--- config.mk ---
export PLATFORM = sky130hd
export DESIGN_NAME = nor_seq
export DESIGN_NICKNAME = d
export VERILOG_FILES = /design/src/rtl/nor_seq_pkg.sv /design/src/rtl/nor_seq_reqchk.sv /design/src/rtl/nor_seq_shift.sv /design/src/rtl/nor_seq.sv
export SDC_FILE = /design/constraint.sdc
export NUM_CORES = 1
export LEC_CHECK = 0
export BUFFER_PORTS_ARGS = -buffer_cell sky130_fd_sc_hd__buf_2
export CAP_MARGIN = 20
export CORE_UTILIZATION = 54
export CTS_CLUSTER_SIZE = 10
export DETAILED_ROUTE_END_ITERATION = 10
export GPL_ROUTABILITY_DRIVEN = 0
export PLACE_DENSITY = 0.8
export REMOVE_ABC_BUFFERS = 1
export SLEW_MARGIN = 20
export SYNTH_ARGS = -nofsm -noshare
export SYNTH_HDL_FRONTEND = slang
export SYNTH_HIERARCHICAL = 1
export SYNTH_SLANG_ARGS = --single-unit
--- constraint.sdc ---
create_clock -name clk -period 4.1 [get_ports clk]
set_input_delay 0.205 -clock clk [delete_from_list [all_inputs] [get_ports clk]]
set_output_delay 0.205 -clock clk [all_outputs]
set_load 0.02 [all_outputs]
--- src/rtl/nor_seq_pkg.sv ---
// Shared operation and result codes for the flash command sequencer.
// Assumes a 24-bit flash address space with 256-byte program pages.
package nor_seq_pkg;
    localparam int ADDR_W = 24;
    localparam int PAGE_W = 8;

    localparam logic [3:0] OP_ID     = 4'd0;
    localparam logic [3:0] OP_STAT1  = 4'd1;
    localparam logic [3:0] OP_STAT2  = 4'd2;
    localparam logic [3:0] OP_WREN   = 4'd3;
    localparam logic [3:0] OP_READ   = 4'd4;
    localparam logic [3:0] OP_PROG   = 4'd5;
    localparam logic [3:0] OP_ER4K   = 4'd6;
    localparam logic [3:0] OP_ER32K  = 4'd7;
    localparam logic [3:0] OP_ER64K  = 4'd8;
    localparam logic [3:0] OP_ERCHIP = 4'd9;
    localparam logic [3:0] OP_POLL   = 4'd10;

    localparam logic [2:0] RES_OK      = 3'd0;
    localparam logic [2:0] RES_LEN     = 3'd1;
    localparam logic [2:0] RES_PAGE    = 3'd2;
    localparam logic [2:0] RES_ALIGN   = 3'd3;
    localparam logic [2:0] RES_TIMEOUT = 3'd4;
    localparam logic [2:0] RES_BADOP   = 3'd5;

    // Command byte sent first for each operation
    function automatic logic [7:0] cmd_byte(input logic [3:0] op);
        case (op)
            OP_ID:     return 8'h90;
            OP_STAT1:  return 8'h05;
            OP_STAT2:  return 8'h35;
            OP_WREN:   return 8'h06;
            OP_READ:   return 8'h03;
            OP_PROG:   return 8'h02;
            OP_ER4K:   return 8'h20;
            OP_ER32K:  return 8'h52;
            OP_ER64K:  return 8'hD8;
            OP_ERCHIP: return 8'hC7;
            OP_POLL:   return 8'h05;
            default:   return 8'hFF;
        endcase
    endfunction

    // True when the command carries a three-byte address field
    function automatic logic has_addr(input logic [3:0] op);
        return (op == OP_ID) || (op == OP_READ) || (op == OP_PROG) ||
               (op == OP_ER4K) || (op == OP_ER32K) || (op == OP_ER64K);
    endfunction
endpackage

--- src/rtl/nor_seq_reqchk.sv ---
// Request validation: decides, before any bus activity, whether a
// request is legal. Purely combinational; assumes stable inputs.
module nor_seq_reqchk
    import nor_seq_pkg::*;
#(
    parameter int LEN_W  = 16,
    parameter int SEC_W  = 12,
    parameter int B32_W  = 15,
    parameter int B64_W  = 16
) (
    input  logic [3:0]        op,
    input  logic [ADDR_W-1:0] addr,
    input  logic [LEN_W-1:0]  len,
    output logic [2:0]        code
);
    localparam int SUM_W = LEN_W + 1;
    localparam logic [SUM_W-1:0] PAGE_BYTES = SUM_W'(1 << PAGE_W);

    logic [SUM_W-1:0] end_off;

    // Page offset plus length, wide enough not to wrap
    always_comb end_off = SUM_W'(addr[PAGE_W-1:0]) + SUM_W'(len);

    // Result code selection per operation
    always_comb begin
        code = RES_OK;
        case (op)
            OP_READ:  if (len == '0) code = RES_LEN;
            OP_PROG:  if (len == '0) code = RES_LEN;
                      else if (end_off > PAGE_BYTES) code = RES_PAGE;
            OP_ER4K:  if (addr[SEC_W-1:0] != '0) code = RES_ALIGN;
            OP_ER32K: if (addr[B32_W-1:0] != '0) code = RES_ALIGN;
            OP_ER64K: if (addr[B64_W-1:0] != '0) code = RES_ALIGN;
            OP_ID, OP_STAT1, OP_STAT2, OP_WREN, OP_ERCHIP, OP_POLL: code = RES_OK;
            default:  code = RES_BADOP;
        endcase
    end
endmodule

--- src/rtl/nor_seq_shift.sv ---
// One-byte SPI mode 0 shifter. Assumes div is even and at least 2, and
// stays constant during a byte. MSB first; MISO is sampled as SCK rises
// and the next MOSI bit is presented as SCK falls.
module nor_seq_shift #(
    parameter int DIV_W = 8
) (
    input  logic             clk,
    input  logic             rst_n,
    input  logic             start,
    input  logic [7:0]       tx,
    input  logic [DIV_W-1:0] div,
    input  logic             miso,
    output logic             sck,
    output logic             mosi,
    output logic             busy,
    output logic             fin,
    output logic [7:0]       rx
);
    logic [DIV_W-1:0] half, cnt;
    logic [7:0]       sr;
    logic [2:0]       bitn;

    // Half SCK period in clock cycles, never below one
    always_comb half = ((div >> 1) == '0) ? DIV_W'(1) : (div >> 1);

    // Bit timing, shifting and capture
    always_ff @(posedge clk) begin
        if (!rst_n) begin
            sr <= '0; rx <= '0; cnt <= '0; bitn <= '0;
            sck <= 1'b0; busy <= 1'b0; fin <= 1'b0;
        end else begin
            fin <= 1'b0;
            if (!busy && start) begin
                sr <= tx; busy <= 1'b1; cnt <= '0; bitn <= '0; sck <= 1'b0;
            end else if (busy) begin
                if (cnt == half - 1'b1) begin
                    cnt <= '0;
                    if (!sck) begin
                        sck <= 1'b1;
                        rx  <= {rx[6:0], miso};
                    end else begin
                        sck <= 1'b0;
                        if (bitn == 3'd7) begin
                            busy <= 1'b0; fin <= 1'b1;
                        end else begin
                            bitn <= bitn + 1'b1;
                            sr   <= {sr[6:0], 1'b0};
                        end
                    end
                end else begin
                    cnt <= cnt + 1'b1;
                end
            end
        end
    end

    // Current bit on the line
    always_comb mosi = sr[7];
endmodule

--- src/rtl/nor_seq.sv ---
// Flash command sequencer top. Takes one request while idle, validates it,
// then walks command, address and data bytes under one chip-select frame.
// Assumes request fields are stable in the accepting cycle and that
// sck_div changes only while idle.
module nor_seq
    import nor_seq_pkg::*;
#(
    parameter int LEN_W    = 16,
    parameter int DIV_W    = 8,
    parameter int POLL_MAX = 1000,
    parameter int POLL_GAP = 100000
) (
    input  logic              clk,
    input  logic              rst_n,
    input  logic [DIV_W-1:0]  sck_div,
    input  logic              req_valid,
    output logic              req_ready,
    input  logic [3:0]        req_op,
    input  logic [ADDR_W-1:0] req_addr,
    input  logic [LEN_W-1:0]  req_len,
    output logic              done,
    output logic [2:0]        err,
    output logic [7:0]        rd_data,
    output logic              rd_valid,
    input  logic              rd_ready,
    input  logic [7:0]        wr_data,
    input  logic              wr_valid,
    output logic              wr_ready,
    output logic              sck,
    output logic              mosi,
    input  logic              miso,
    output logic              cs_n
);
    localparam int IDX_W  = LEN_W + 1;
    localparam int PCNT_W = $clog2(POLL_MAX + 1);
    localparam int GAP_W  = $clog2(POLL_GAP + 1);

    typedef enum logic [2:0] {S_IDLE, S_LOAD, S_XFER, S_END, S_WAIT} st_e;

    st_e               st;
    logic [3:0]        op_q;
    logic [ADDR_W-1:0] addr_q;
    logic [IDX_W-1:0]  idx, tot;
    logic [PCNT_W-1:0] pcnt;
    logic [GAP_W-1:0]  gap;
    logic [2:0]        chk_code;
    logic [2:0]        hdr;
    logic [IDX_W-1:0]  data_n;
    logic              in_data, is_wr, to_stream, go, start;
    logic [7:0]        tx_byte, rx_byte;
    logic              sh_busy, sh_fin;

    nor_seq_reqchk #(.LEN_W(LEN_W)) u_chk (
        .op(req_op), .addr(req_addr), .len(req_len), .code(chk_code)
    );

    nor_seq_shift #(.DIV_W(DIV_W)) u_shift (
        .clk(clk), .rst_n(rst_n), .start(start), .tx(tx_byte), .div(sck_div),
        .miso(miso), .sck(sck), .mosi(mosi), .busy(sh_busy), .fin(sh_fin),
        .rx(rx_byte)
    );

    // Frame size of the incoming request: header bytes plus data bytes
    always_comb begin
        hdr = has_addr(req_op) ? 3'd4 : 3'd1;
        case (req_op)
            OP_READ, OP_PROG:            data_n = IDX_W'(req_len);
            OP_ID:                       data_n = IDX_W'(2);
            OP_STAT1, OP_STAT2, OP_POLL: data_n = IDX_W'(1);
            default:                     data_n = '0;
        endcase
    end

    // Byte to send at the current position in the frame
    always_comb begin
        in_data   = idx >= (has_addr(op_q) ? IDX_W'(4) : IDX_W'(1));
        is_wr     = (op_q == OP_PROG);
        to_stream = in_data && !is_wr && (op_q != OP_POLL);
        if (idx == '0)      tx_byte = cmd_byte(op_q);
        else if (!in_data)  tx_byte = (idx == IDX_W'(1)) ? addr_q[23:16] :
                                      (idx == IDX_W'(2)) ? addr_q[15:8] : addr_q[7:0];
        else if (is_wr)     tx_byte = wr_data;
        else                tx_byte = 8'hFF;
    end

    // Launch and stream handshakes
    always_comb begin
        go        = !rd_valid && (!(in_data && is_wr) || wr_valid);
        start     = (st == S_LOAD) && go;
        wr_ready  = (st == S_LOAD) && in_data && is_wr && !rd_valid;
        req_ready = (st == S_IDLE) && !rd_valid;
    end

    // Command sequencing, polling and result reporting
    always_ff @(posedge clk) begin
        if (!rst_n) begin
            st <= S_IDLE; op_q <= '0; addr_q <= '0; idx <= '0; tot <= '0;
            pcnt <= '0; gap <= '0; cs_n <= 1'b1; done <= 1'b0; err <= RES_OK;
            rd_data <= '0; rd_valid <= 1'b0;
        end else begin
            done <= 1'b0;
            if (rd_valid && rd_ready) rd_valid <= 1'b0;
            case (st)
                S_IDLE: if (req_valid && req_ready) begin
                    if (chk_code != RES_OK) begin
                        done <= 1'b1; err <= chk_code;
                    end else begin
                        op_q   <= req_op;
                        addr_q <= (req_op == OP_ID) ? '0 : req_addr;
                        tot    <= IDX_W'(hdr) + data_n;
                        idx    <= '0; pcnt <= '0;
                        cs_n   <= 1'b0; st <= S_LOAD;
                    end
                end
                S_LOAD: if (go) st <= S_XFER;
                S_XFER: if (sh_fin) begin
                    if (to_stream) begin
                        rd_data <= rx_byte; rd_valid <= 1'b1;
                    end
                    if (idx == tot - 1'b1) begin
                        cs_n <= 1'b1; st <= S_END;
                    end else begin
                        idx <= idx + 1'b1; st <= S_LOAD;
                    end
                end
                S_END: begin
                    if ((op_q == OP_POLL) && rx_byte[0]) begin
                        if (pcnt == PCNT_W'(POLL_MAX - 1)) begin
                            done <= 1'b1; err <= RES_TIMEOUT; st <= S_IDLE;
                        end else begin
                            pcnt <= pcnt + 1'b1; gap <= '0; st <= S_WAIT;
                        end
                    end else begin
                        done <= 1'b1; err <= RES_OK; st <= S_IDLE;
                    end
                end
                S_WAIT: begin
                    if (gap == GAP_W'(POLL_GAP - 1)) begin
                        idx <= '0; cs_n <= 1'b0; st <= S_LOAD;
                    end else begin
                        gap <= gap + 1'b1;
                    end
                end
                default: st <= S_IDLE;
            endcase
        end
    end
endmodule

-- Yosys cells after proc, flatten, opt, wreduce, memory -nomap -nowiden
Memory sizes are Yosys's and may differ from the RTL's. A register that Yosys moved wholly into a read port is not among the register bits.
Index checks and enable logic that the tools add are counted.
- register bits: 136
- memory bits (read-only): 128
- bits of input ports: 66
- output and inout port bits: 18
- logic and storage cells: 216
- memories kept: 1
- memories (name ; depth ; bits a word ; read ports ; clocked after memory_dff ; write ports ; line ; RTL):
    (name not given) ; 16 ; 8 ; 1 ; 1 ; 0 ; nor_seq_pkg.sv:28 ; case (op)
- add/sub/neg operators: 9
- magnitude comparators: 2
- equal/unequal tests: 41
- multiplexer cells: 76
- bitwise gates (word level): 7
- reduce and logical (&&, ||, !) cells: 61
- operators with widths (cell ; count):
    $mux W17 ; 8
    $mux W8 ; 11
    $pmux W17 S3 ; 1
    $pmux W16 S3 ; 1
    $mux W3 ; 14
    $mux W10 ; 4
    $add A17 B1 Y17 const B ; 2
    $pmux W17 S2 ; 1
    $eq A4 B3 Y1 const B ; 8
    $mux W24 ; 1
    $mux W1 ; 21
    $eq A4 B4 Y1 const B ; 5
    $pmux W10 S2 ; 1
    $reduce_and A4 Y1 ; 5
    $pmux W3 S6 ; 1
    $add A3 B17 Y17 ; 1
    $add A8 B16 Y17 ; 1
    $eq A17 B1 Y1 const B ; 1
    $eq A17 B17 Y1 ; 1
    $eq A17 B17 Y1 const B ; 1
    $eq A17 B2 Y1 const B ; 1
    $ge A17 B3 Y1 ; 1
    $gt A17 B9 Y1 const B ; 1
    $logic_not A17 Y1 ; 1
    other kinds (44) ; 103

-- Logic depth before layout (Yosys ltp)
- depth in word-level cells: 16
- mapped depth: 18
- gate-level depth less buffers: 17

-- Modules after synthesis
Netlist, hierarchy kept.
- by module, submodules not included (module ; times used ; cells each ; area an instance (um^2) ; sequential area each (um^2)):
    nor_seq ; 1 ; 789 ; 6392.4 ; 2282.2
    nor_seq_shift ; 1 ; 172 ; 1555.2 ; 600.6
    nor_seq_reqchk ; 1 ; 87 ; 635.6 ; 0.0

-- Least setup slack after synthesis
No wires, ideal clock.
- path type: input-to-reg
- start point: input req_addr[0]
- end point: register idx[11]
- setup time: 70 ps
- data arrival time: 3973 ps
- data required time: 4030 ps
- slack: 57 ps
- stages on the path: 16
- buffers on the path: 1
- cells stage by stage: ha_1 fa_1 a21o_1 a221oi_1 o21ai_1 xor2_1 o41ai_2 a41oi_1 nor3_1 nand3_1 a22o_1 or3_1 or2_0 buf_2 or4_1 a21oi_1
- cells in the longest elaborated chain, start to end: 8
- elaborated cells on any way between the ends: 14
- those cells by class: add/sub: 1; order compare: 1; eq/ne: 1; mux: 6; reduce/logical: 5
- ends and longest elaborated chain (what ; line ; RTL):
    from (decl) ; nor_seq.sv:19 ; input logic [ADDR_W-1:0] req_addr,
    $add A8 B16 Y17 ; nor_seq_reqchk.sv:22 ; always_comb end_off = SUM_W'(addr[PAGE_W-1:0]) + SUM_W'(len);
    $gt A17 B9 Y1 ; nor_seq_reqchk.sv:30 ; else if (end_off > PAGE_BYTES) code = RES_PAGE;
    $mux W2 ; nor_seq_reqchk.sv:30 ;
    $mux W3 ; nor_seq_reqchk.sv:29 ; OP_PROG: if (len == '0) code = RES_LEN;
    $pmux W3 S6 (*) ; nor_seq_reqchk.sv:27 ; case (op)
    net chk_code[1] ; nor_seq.sv:46 ; logic [2:0] chk_code;
    $reduce_bool A3 Y1 (*) ; nor_seq.sv:105 ; if (chk_code != RES_OK) begin
    $ne A2 B2 Y1 (no source line) (*) ; - ;
    $reduce_and A6 Y1 (no source line) (*) ; - ;
    to (signal assigned) ; nor_seq.sv:97 ; st <= S_IDLE; op_q <= '0; addr_q <= '0; idx <= '0; tot <= '0;
    to (signal assigned) ; nor_seq.sv:111 ; idx <= '0; pcnt <= '0;
    to (signal assigned) ; nor_seq.sv:123 ; idx <= idx + 1'b1; st <= S_LOAD;
    to (decl) ; nor_seq.sv:43 ; logic [IDX_W-1:0] idx, tot;
Mark *: on every way through the listed nets, which the timed path passes. The rest lies on a longest branch.
A chain may end at the register's enable or synchronous reset.

-- Worst setup path in the final report
- start point: input req_addr[0]
- end point: register idx[9]
The elaborated chain is that of the path after synthesis.

==> reports/results.ini <==
[synth]
synthMuxAreaShare_pct=5.39
syn-cell-area_um2=8580
ys_top_cells_by_count=144 x dfxtp_1, 112 x nand2_1, 83 x nor2_1, 56 x a21oi_1, 56 x nand3_1
seq_area_frac_synth_pct=33.6
avgSynthCellArea_um2=8.19
synth_top_area_cell=dfxtp_1
synthAdderAreaFrac_pct=4.31
synth_edf_count=0
synth_top_area_share_pct=33.6
synth-seq-cells=144
synth_most_common_cell=dfxtp_1
synth_xor_xnor_area_share_pct=6.84
async_reset_ff_share_pct=0
ys.flop_type=dfxtp_1
yosysWarningCount=6
synthCells=1048
synth_cell_types=77
synthTopCellsByArea=dfxtp_1 34%, nand2_1 4.9%, ha_1 4.1%
synth_compound_area_share_pct=17.5
synth-simple-area-share_pct=28.9
synth_top_family_by_area=simple AND/OR/NAND/NOR gates

[power_and_ir_drop]
p_comb_share_pct=15.3
p_leak_nw=3.93
p_int_mw=2.55
p_total_mw=3.53
power-per-cell-area_nw_per_um2=357
peakVddDrop_uv=306
seq_power_share_pct=41.9
sw_frac_of_total_pct=27.9
pwr-share-clk_pct=42.8
switching_power_uw=987

[hold_path]
hold_path.class=in2reg
holdPathStages=3

[cells_and_area]
final_nets=1229
num_antenna_cells=0
syn_to_final_growth_pct=15.2
drive_gt1_share_pct=16.6
fin_cells=1358
fillerInstances=1258
final_util_pct=64.3

[sta]
period_needed_ns=3.83
fin_crit_sh_pct=93.5
setup_violations=0
finClkSkew_ns=0.0106
slew_viol_final=0
hold_viol_final=0
worstMarginPinSlew_ns=0.818
fin_setup_tns_ns=0
rsz0062_at_grt=no
slew_headroom_pct=45.0
max_freq_mhz=261
hold_slack_ns=0.0272

[routing]
avgRoutedWirePerCell_um=15.2
drt_wl_total_um=20700
dr_total_vias=8013
drc=0
viasPerCell=5.90
drtIter0Drc=544
drtPass1Iterations=5
ant_nets=0

[global_route]
grt_max_degree=42
grt_pass1_wl_um=34100
grt_pass1_vias=7219
grt_overflow=0
grt_usage_pct=25.7
antenna_found_initial=0

[floorplanning]
fp.dieH_um=128
die_x_um=128
rows=45
io_pins=84
die-area_um2=16400
initial_utilization_pct=55.8
coreArea_um2=15400

[clock_network]
numCtsBuffers=17
post_cts_buffers=0
htree_num_levels=4
clk_latency_ns=0.43
cts-root-buf=clkbuf_16
ctsResizeCount=0
cts_tree=done
cts_hold_buf=0
cts_sinks=144
clock_path_buffers=2
path_clk_slew_ns=0.07

[status]
status=complete, no violations

[worst_setup_path]
start_kind=input port
cp_slowest_cell=or4_1
critPathArrivalTime_ns=4.20
cp_slowest_stage_delay_ns=0.51
crit_type=in2reg
reg2reg_depth=13
cp-end-kind=flop
critPathMaxFanout=6
crit_required_ns=4.46
worstPathCellList=buf_2 -> ha_1 -> fa_1 -> a21o_1 -> a221oi_1 -> buf_4 -> xnor2_1 -> o41ai_2 -> a41oi_1 -> nor3_1 -> nand3_1 -> a22o_1 -> or3_1 -> or2_0 -> or4_1 -> a21oi_1

[job]
cap_violations=0

[place]
portBuffers=82
placedCellCount=1326
dp_hpwl_um=14800

cells by family (layout without fill, tap and decap cells):
logic type / Yosys count / after routing
and+or+nand+nor: 471 / 471
AOI/OAI and AO/OA: 222 / 222
DFF: 144 / 144
buffers and inverters: 71 / 170
xor gates and xnor gates: 67 / 67
muxes: 44 / 44
adders and majority gates: 29 / 29
path summary, 6_finish.rpt:
path,endpoint,from,slack (ns)
setup / recovery,idx[9]$_SDFFE_PN0P_,req_addr[0],0.27
hold / removal,addr_q[18]$_SDFFE_PN0P_,req_addr[18],0.03
hold reg to reg,addr_q[22]$_SDFFE_PN0P_,addr_q[22]$_SDFFE_PN0P_,0.46
setup reg to reg,u_shift/cnt[4]$_SDFFE_PP0P_,op_q[0]$_SDFFE_PN0P_,0.76
metrics by stage:
step                      setup WS, ns  area (um^2)
after CTS                        0.327         9890
after floorplan                 -0.832         8360
after global placement         -0.0210         9310
final                            0.268         9890
after global routing            0.0768         9890
after detailed placement        -0.117         9310
power by group through the flow:
stage,Sequential (mW),Clock [mW],Combinational (mW)
floorplan,1.51,0,0.331
detailed placement,1.51,0,0.529
CTS,1.48,1.52,0.534
global placement,1.51,0,0.518
finish,1.48,1.51,0.540
global route,1.49,1.60,0.595
worst max-delay path: cells and delay by family:
family                   cells  cell delay (ns)
AO/OA/AOI/OAI                6             1.37
XOR/XNOR                     1             0.06
adder cells (fa/ha/maj)      2             0.61
buffers and inverters        2             0.29
AND/OR/NAND/NOR              5             1.66
cell type report:
class / instances / area [um^2] / share of cell area [%]
tap: 211 / 264 / 2.67
timing repair buffer: 118 / 681 / 6.88
multi-input combinational: 833 / 5410 / 54.7
clock inverter: 13 / 125 / 1.27
inverter: 20 / 75.1 / 0.759
sequential: 144 / 2880 / 29.1
clock buffer: 19 / 453 / 4.58
placed cells by master, fill, tap and decap left out, types with 20 or more instances in the layout:
cell type / netlist / routed
nand3_1: 56 / 56
or3_1: 20 / 20
nand4_1: 24 / 24
a21boi_0: 34 / 34
buf_2: 4 / 82
nand2_1: 112 / 112
nor2_1: 83 / 83
o21ai_0: 40 / 40
ha_1: 28 / 28
nor3_1: 28 / 28
mux2i_1: 26 / 26
buf_4: 1 / 36
a21oi_1: 56 / 56
dfxtp_1: 144 / 144
xor2_1: 40 / 40
xnor2_1: 27 / 27
nor2b_1: 25 / 25
sequential cells by signal, indices dropped and copies added, names as in the netlist, 8 cells and up, named ones only:
register and flops:
gap 17, tot 17, idx 17, addr_q 24
u_shift/sr 8, u_shift/rx 8, rd_data 8, u_shift/cnt 8
pcnt 10
metal layers:
metal | vias to the layer above | wire length, um | track usage [%]
met1 | 3815 | 9620 | 33.7
met2 | 171 | 9890 | 42.6
met5 | - | 0 | 0
met4 | 0 | 451 | 10.0
met3 | 38 | 729 | 3.84
li1 | 3989 | - | -
Power figures use the tool's default switching activity.
